File: src/rtl/serial_rx_filter.sv
module serial_rx_filter #(
  parameter int DIVW = 16
) (
  input  logic            clk,
  input  logic            rst_n,
  input  logic            rx,
  input  logic [DIVW-1:0] div,
  input  logic [1:0]      char_len,
  input  logic [1:0]      par_mode,
  input  logic            cmd_valid,
  input  logic [2:0]      cmd_code,
  input  logic [7:0]      cmd_data,
  output logic            out_valid,
  input  logic            out_ready,
  output logic [7:0]      out_data,
  output logic            par_err,
  output logic            frm_err,
  output logic            mon_hit,
  output logic            dtr
);
  typedef enum logic [2:0] {S_IDLE, S_START, S_DATA, S_PAR, S_STOP} st_t;

  st_t             st;
  logic [DIVW-1:0] tcnt;
  logic [3:0]      sc;
  logic [2:0]      bitn;
  logic [7:0]      sh;
  logic            pbit;
  logic [1:0]      rx_q;
  logic [7:0]      mon_c, sup_c, syn_c;
  logic            mon_en, sup_en, hunt;

  wire       rx_s   = rx_q[1];
  wire       tick   = (tcnt == div);
  wire       par_on = (par_mode == 2'd1) || (par_mode == 2'd2);
  wire       odd    = (par_mode == 2'd2);
  wire [7:0] mask   = 8'hFF >> (2'd3 - char_len);
  wire [7:0] ch     = sh >> (2'd3 - char_len);
  wire [2:0] last   = 3'd4 + {1'b0, char_len};
  wire       mid    = tick && (sc == 4'd15);
  wire       done   = mid && (st == S_STOP);
  wire       is_mon = mon_en && (ch == (mon_c & mask));
  wire       is_sup = sup_en && (ch == (sup_c & mask));
  wire       is_syn = (ch == (syn_c & mask));
  wire       keep   = !hunt && !is_sup;

  always_ff @(posedge clk or negedge rst_n) begin
    if (!rst_n) begin
      rx_q <= 2'b11;
      tcnt <= '0;
    end else begin
      rx_q <= {rx_q[0], rx};
      tcnt <= tick ? '0 : tcnt + 1'b1;
    end
  end

  always_ff @(posedge clk or negedge rst_n) begin
    if (!rst_n) begin
      st   <= S_IDLE;
      sc   <= '0;
      bitn <= '0;
      sh   <= '0;
      pbit <= 1'b0;
    end else if (tick) begin
      sc <= sc + 1'b1;
      case (st)
        S_IDLE: begin
          sc <= '0;
          if (!rx_s) st <= S_START;
        end
        S_START: if (sc == 4'd7) begin
          sc   <= '0;
          bitn <= '0;
          st   <= rx_s ? S_IDLE : S_DATA;
        end
        S_DATA: if (sc == 4'd15) begin
          sh   <= {rx_s, sh[7:1]};
          bitn <= bitn + 1'b1;
          if (bitn == last) st <= par_on ? S_PAR : S_STOP;
        end
        S_PAR: if (sc == 4'd15) begin
          pbit <= rx_s;
          st   <= S_STOP;
        end
        S_STOP: if (sc == 4'd15) st <= S_IDLE;
        default: st <= S_IDLE;
      endcase
    end
  end

  always_ff @(posedge clk or negedge rst_n) begin
    if (!rst_n) begin
      out_valid <= 1'b0;
      out_data  <= '0;
      par_err   <= 1'b0;
      frm_err   <= 1'b0;
      mon_hit   <= 1'b0;
      hunt      <= 1'b0;
    end else begin
      if (done) begin
        frm_err <= !rx_s;
        par_err <= par_on && ((^ch ^ pbit) != odd);
        mon_hit <= is_mon;
        if (hunt && is_syn) hunt <= 1'b0;
      end
      if (done && keep) begin
        out_valid <= 1'b1;
        out_data  <= ch;
      end else if (out_ready) begin
        out_valid <= 1'b0;
      end
      if (cmd_valid && cmd_code == 3'd4) hunt <= 1'b1;
      if (cmd_valid && cmd_code == 3'd5) hunt <= 1'b0;
    end
  end

  always_ff @(posedge clk or negedge rst_n) begin
    if (!rst_n) begin
      mon_c  <= '0;
      sup_c  <= '0;
      syn_c  <= '0;
      mon_en <= 1'b0;
      sup_en <= 1'b0;
      dtr    <= 1'b0;
    end else if (cmd_valid) begin
      case (cmd_code)
        3'd0: begin mon_c <= cmd_data; mon_en <= 1'b1; end
        3'd1: mon_en <= 1'b0;
        3'd2: begin sup_c <= cmd_data; sup_en <= 1'b1; end
        3'd3: sup_en <= 1'b0;
        3'd4: syn_c <= cmd_data;
        3'd6: dtr <= 1'b1;
        3'd7: dtr <= 1'b0;
        default: ;
      endcase
    end
  end
endmodule


File: config.mk
export PLATFORM = sky130hd
export DESIGN_NAME = serial_rx_filter
export DESIGN_NICKNAME = d
export VERILOG_FILES = /design/src/rtl/serial_rx_filter.sv
export SDC_FILE = /design/constraint.sdc
export NUM_CORES = 1
export LEC_CHECK = 0
export ABC_AREA = 1
export BUFFER_PORTS_ARGS = -buffer_cell sky130_fd_sc_hd__buf_2
export CAP_MARGIN = 20
export CORE_ASPECT_RATIO = 0.7
export CORE_MARGIN = 2
export CORE_UTILIZATION = 59
export CTS_CLUSTER_SIZE = 20
export DETAILED_ROUTE_END_ITERATION = 7
export GPL_TIMING_DRIVEN = 1
export PLACE_DENSITY = 0.8
export SYNTH_ARGS = -nofsm -noshare
export SYNTH_HDL_FRONTEND = slang
export SYNTH_SLANG_ARGS = --single-unit
File: constraint.sdc
create_clock -name clk -period 2.3 [get_ports clk]
set_clock_uncertainty 0.2 [all_clocks]
set_input_delay 0.46 -clock clk [delete_from_list [all_inputs] [get_ports clk]]
set_output_delay 0.46 -clock clk [all_outputs]
set_load 0.05 [all_outputs]
==> results.yml, run 1 <==
logic_synthesis:
  ys_types: 36
  synth_top_area_share_pct: 41.43
  yosys.area.top_type: "dfrtp_1"
  ys_ff_latch: 77
  synth_area_leaders: "dfrtp_1 (41%), nand2_1 (19%), inv_1 (6.7%)"
  syn_area_per_cell_sq_um: 7.046
  syn_area_sq_um: 4531
  yosysSeqAreaShare_pct: 42.58
  async_flop_share_pct: 100.0
  yosys_warnings: 0
  synth_nets: 683
  ys.flop_type: "dfrtp_1"
  synth_edf_count: 0
  synthCells: 643
worst_setup_path:
  critPathLaunchType: "register"
  critPathKind: "reg -> reg"
  end_kind: "register"
  critPathMaxFanout: 9
  critPathBufInv: 1
  cp.arrival_ns: 2.12
  crit_top_cell: "nand2_1"
  cp_top_family: "simple AND/OR/NAND/NOR gates"
  crit_required_ns: 2.35
  max_stage_delay_ns: 0.46
  critPathSlowestCell: "dfrtp_1"
  crit_chain: "inv_2, nand2_1, nand2_1, nor2_1, nand2_1, nor2_2, nand3_2, nor2_4, nand3_4, nand2_1, nand2_1"
cts:
  clk_pin_slew_ns: 0.08
  htree_levels: 3
  cts_made_buffers: 9
  clock_path_buffers: 2
  clockRootBuffer: "clkbuf_8"
  clock_latency_ns: 0.35
  cts_tree: "built"
  clock-sinks: 77
floorplan:
  dieArea_sq_um: 8407
  rows: 26
  die_x_um: 108.7
  start_util_pct: 61.35
  die_h_um: 77.32
  ioPinCount: 49
  core_area_sq_um: 7385
sta:
  fin_crit_ns: 2.074
  slew_viol_final: 0
  worst_slew_pin_slew_ns: 0.5638
  max_freq_mhz: 482.2
  maxSlewHeadroom_pct: 62.32
  finalSetupViolations: 0
  min_period_over_period_pct: 90.16
  worst_slack_ns: 0.2263
  fin_hold_ws_ns: 0.07840
  timing_hold_violations_final: 0
detailed_routing:
  vias_per_cell: 5.289
  vias: 4258
  drtIter0Drc: 386
  drtPass1Iterations: 6
  wl_per_cell_um: 13.27
  detail-route-antenna-nets: 0
  drc_errors: 0
  finalWirelength_mm: 10.68
worst_hold_path:
  hold_path.class: "in -> reg"
place:
  dp_slack_ns: 0.006204
  dp_cells: 787
  gp_congestion: 0.9365
  dp_hpwl_mm: 8.037
  port_buffers: 48
  dpl_cell_area_sq_um: 4910
grt:
  antenna_found_initial: 0
  grt_use_total_pct: 28.00
  grt_pass1_wl_mm: 18.46
  grt_pass1_vias: 4003
  overflow: 0
  grt_max_degree: 78
finish:
  layout-drive-gt1-share_pct: 14.43
  postLayoutCellArea_sq_um: 5210
  utilization_pct: 70.55
  antenna_cells: 0
  area_growth_pct: 15.00
  layout_common_cells: "nand2_1 (228), inv_1 (81), dfrtp_1 (75)"
  final_nets: 742
  final_cells: 805
  final_common_cell: "nand2_1"
power_and_ir_drop:
  clkPwrFrac_pct: 34.0
  power.density_nw_per_um2: 729.8
  p_seq_share_pct: 45.8
  leakage_nw: 2.877
  internal_power_w: 0.002641
  combinationalPowerShare_pct: 20.2
  switching_share_pct: 30.53
  ir_worst_vdd_mv: 0.3906
  power.switching_w: 0.001161
flow_run:
  cap_violations: 0
run_status:
  status: "finished clean"
-- worst paths after layout --
path / cells after the start / from / slack (ns) / end
min in group asynchronous: 3 / rst_n / 0.44 / st[0]
max in group asynchronous: 3 / rst_n / 1.09 / tcnt[11]
worst min-delay path: 2 / out_ready / 0.08 / out_valid
worst min register to register: 0 / rx_q[0] / 0.16 / rx_q[1]
worst max-delay path: 11 / tcnt[7] / 0.23 / out_data[5]
worst max register to register: 11 / tcnt[7] / 0.23 / out_data[5]
-- power by group through the flow --
stage	clock network [W]	registers, W	logic, W
2_1_floorplan	0	0.00171	0.000549
3_3_place_gp	0	0.00175	0.000719
3_5_place_dp	0	0.00176	0.000745
4_1_cts	0.00131	0.00173	0.000756
5_1_grt	0.00137	0.00176	0.000898
6_report	0.00129	0.00174	0.000768
-- layer usage --
layer	vias up	track usage [%]	part of all wire (%)
met5	-	0	0
met4	0	7.564	1.2
met3	14	5.952	7.5
met2	130	41.50	43
met1	1982	41.51	48
li1	2132	-	-
-- cell type report --
type                       count  area [sq um]
multi-input combinational    467          2220
fill                         627          2175
sequential                    77          1929
timing repair buffer          60         350.3
inverter                      87         329.1
clock buffer                  13         168.9
tap                           98         122.6
clock inverter                 3         90.09
-- worst reg2reg max path, cell delays in order, from the launching register on --
cell	delay, ns
dfrtp_1	0.46
inv_2	0.09
nand2_1	0.06
nand2_1	0.05
nor2_1	0.08
nand2_1	0.07
nor2_2	0.25
nand3_2	0.19
nor2_4	0.21
nand3_4	0.15
nand2_1	0.11
nand2_1	0.06
-- flip-flops by register name, summed over array words and instances, names as in the netlist, 2 cells and up --
register  cells
tcnt         16
sc            4
out_data      8
mon_c         8
syn_c         8
sh            8
sup_c         8
st            3
bitn          3
rx_q          2
-- cells in the mapped netlist, types with 3 or more instances --
cell and instances:
nand3b_1 4, buf_2 5, nand3_1 46, o21ai_0 52, nand2_1 228, a21oi_1 9, o21ai_1 5, nand3_2 3
nor2_1 55, nor2_2 3, inv_1 81, xnor2_1 10, clkbuf_1 3, nor3_1 11, ha_1 4, inv_2 5
xor2_1 11, nand2_2 6, dfrtp_1 75, nand4_1 5
-- per-stage QoR --
step	TNS (ns)	power (W)
after floorplan	0	0.002260
after global placement	0	0.002466
after detailed placement	0	0.002501
after CTS	0	0.003801
after global routing	-0.01653	0.004034
final	0	0.003802
-- kinds of logic (layout without fill, tap and decap cells) --
group | count (synthesis) | after routing | share of synthesized area [%]
muxes | 1 | 1 | 0.2485
xor gates and xnor gates | 21 | 21 | 4.060
DFF | 77 | 77 | 42.58
AOI/OAI and AO/OA | 70 | 70 | 7.954
buffers and inverters | 99 | 163 | 8.892
and+or+nand+nor | 371 | 371 | 35.16
adders and majority gates | 4 | 4 | 1.105
-- timing repair --
action | CTS | global route
hold buffers | 2 | 0
gates resized for setup | 0 | 4
endpoints found under the hold margin | 76 | 0
buffers inserted | 0 | 0
setup endpoints to repair | 0 | 2
No activity file was read; power rests on OpenSTA's default activity.
==> run 2: changes to the inputs <==
Settings changed: BUFFER_PORTS_ARGS -buffer_cell sky130_fd_sc_hd__buf_2 to -buffer_cell sky130_fd_sc_hd__buf_4, CELL_PAD_IN_SITES_DETAIL_PLACEMENT from default to 1, CELL_PAD_IN_SITES_GLOBAL_PLACEMENT from default to 2, CORE_UTILIZATION 59 to 33, PLACE_DENSITY 0.8 to default, PLACE_DENSITY_LB_ADDON from default to 0.1.
==> run 2 against run 1 <==
  * Design area increased by 7.0%
  * Core utilization decreased by 29 points
  * Clock-buffer cell count decreased by 3
  * Largest cell class unchanged
==> results.yml, run 2 (synthesized netlist as in run 1, its figures left out) <==
run_status:
  status: "finished clean"
sta:
  maxSlewHeadroom_pct: 57.76
  timing_hold_violations_final: 0
  min_period_over_period_pct: 90.35
  fin_hold_ws_ns: 0.02735
  slew_viol_final: 0
  fin_crit_ns: 2.078
  worst_slew_pin_slew_ns: 0.6320
  fin_tns_setup_ns: 0
  finalSetupViolations: 0
  worst_slack_ns: 0.2220
  max_freq_mhz: 481.2
  rsz0062_at_grt: "yes"
place:
  dp_hpwl_mm: 10.37
  gp_congestion: 0.8254
  dp_cells: 883
  dp_slack_ns: -0.01374
  port_buffers: 48
detailed_routing:
  detail-route-antenna-nets: 0
  drc_errors: 0
  finalWirelength_mm: 13.17
  vias_per_cell: 4.728
  wl_per_cell_um: 14.63
  drtPass1Iterations: 4
  vias: 4255
  drtIter0Drc: 182
cts:
  clk_pin_slew_ns: 0.06
  clockRootBuffer: "clkbuf_16"
  htree_levels: 3
  cts_made_buffers: 9
  cts_tree: "built"
  clock_latency_ns: 0.34
  clock-sinks: 77
  clock_path_buffers: 2
floorplan:
  die_h_um: 102.0
  die_x_um: 144.0
  ioPinCount: 49
  dieArea_sq_um: 14700
  start_util_pct: 34.14
  core_area_sq_um: 13270
  rows: 35
finish:
  largest_register_ff_count: 16
  nFillCells: 1695
  largest-register: "tcnt"
  final_common_cell: "nand2_1"
  utilization_pct: 42.03
  final_nets: 750
  layout-drive-gt1-share_pct: 15.80
  area_growth_pct: 23.09
  antenna_cells: 0
  final_cells: 900
  layout_common_cells: "nand2_1 (228), inv_1 (81), dfrtp_1 (74)"
power_and_ir_drop:
  power.density_nw_per_um2: 761.3
  leakage_nw: 2.966
  p_seq_share_pct: 41.0
  combinationalPowerShare_pct: 19.6
  internal_power_w: 0.002954
  clkPwrFrac_pct: 39.4
  ir_worst_vdd_mv: 0.3800
  switching_share_pct: 30.43
  power.switching_w: 0.001292
flow_run:
  cap_violations: 0
grt:
  antenna_found_initial: 0
  overflow: 0
  grt_use_total_pct: 19.42
  grt_pass1_wl_mm: 22.16
  grt_pass1_vias: 4384
  grt_max_degree: 46
worst_setup_path:
  end_kind: "register"
  r2r_cells: 10
  r2r-end: "out_data[5]"
  critPathLaunchType: "register"
  crit_required_ns: 2.37
  crit_chain: "inv_2, nand2_1, nand2_1, nor2_1, nand2_1, nor2_2, nand4_2, nor2_4, nand3_1, nand2_1"
  critPathMaxFanout: 8
  cp.arrival_ns: 2.15
  r2r_start: "tcnt[6]"
  max_stage_delay_ns: 0.43
  critPathSlowestCell: "dfrtp_1"
  crit_top_cell: "nand2_1"
  critPathLaunch: "tcnt[6]"
  ff2ff_setup_slack_ns: 0.22
  critPathKind: "reg -> reg"
worst_hold_path:
  whs_endpoint: "rx_q[0]"
  worstHoldStart: "rx"
  min_path_cells: 1
  hold_path.class: "in -> reg"
-- run 2: per-layer routing --
layer | vias to the layer above | global-route usage (%) | share of wire [%]
li1 | 2151 | - | -
met1 | 2051 | 29.83 | 56
met2 | 47 | 28.64 | 41
met3 | 6 | 3.280 | 2.3
met4 | 0 | 4.072 | 0.54
met5 | - | 0 | 0
-- run 2: how the worst max path moves through the flow --
stage	endpoint	slack (ns)	cells after the start
after floorplan	out_data[0]	0.46	12
after global placement	out_data[3]	0.007	13
after detailed placement	out_data[3]	-0.01	13
after CTS	out_data[5]	0.14	10
after global routing	out_data[5]	-0.009	10
final	out_data[5]	0.22	10
-- run 2: worst max-delay path: cells and delay by family (launching register included) --
kind / cells / cell delay, ns
simple gates: 9 / 1.30
buf+inv: 1 / 0.09
flops: 1 / 0.43
-- run 2: final cells by class --
type	instances	area [sq um]	area share, %
timing repair buffer	68	525.5	9.423
sequential	77	1931	34.62
inverter	87	329.1	5.901
clock inverter	6	110.1	1.974
tap	185	231.5	4.151
clock buffer	10	239.0	4.285
multi-input combinational	467	2211	39.65
-- run 2: repair_timing --
item                                    4_1_cts  5_1_grt
endpoints found under the setup margin        0       18
buffers inserted                              0        0
hold buffers                                  1        0
endpoints found under the hold margin        30        0
gates resized for setup                       0        4
-- run 2: power groups by stage --
stage          sequential, W  clock [W]  combinational (W)
3_5_place_dp         0.00176          0           0.000832
5_1_grt              0.00177    0.00178           0.000969
4_1_cts              0.00174    0.00171           0.000840
6_report             0.00174    0.00167           0.000832
2_1_floorplan        0.00171          0           0.000549
3_3_place_gp         0.00176          0           0.000804
-- run 2: through the flow --
step / total power [W] / area [sq um]
6_report: 0.004245 / 5577
2_1_floorplan: 0.002260 / 4531
5_1_grt: 0.004524 / 5577
4_1_cts: 0.004292 / 5563
3_5_place_dp: 0.002594 / 5204
3_3_place_gp: 0.002560 / 5204
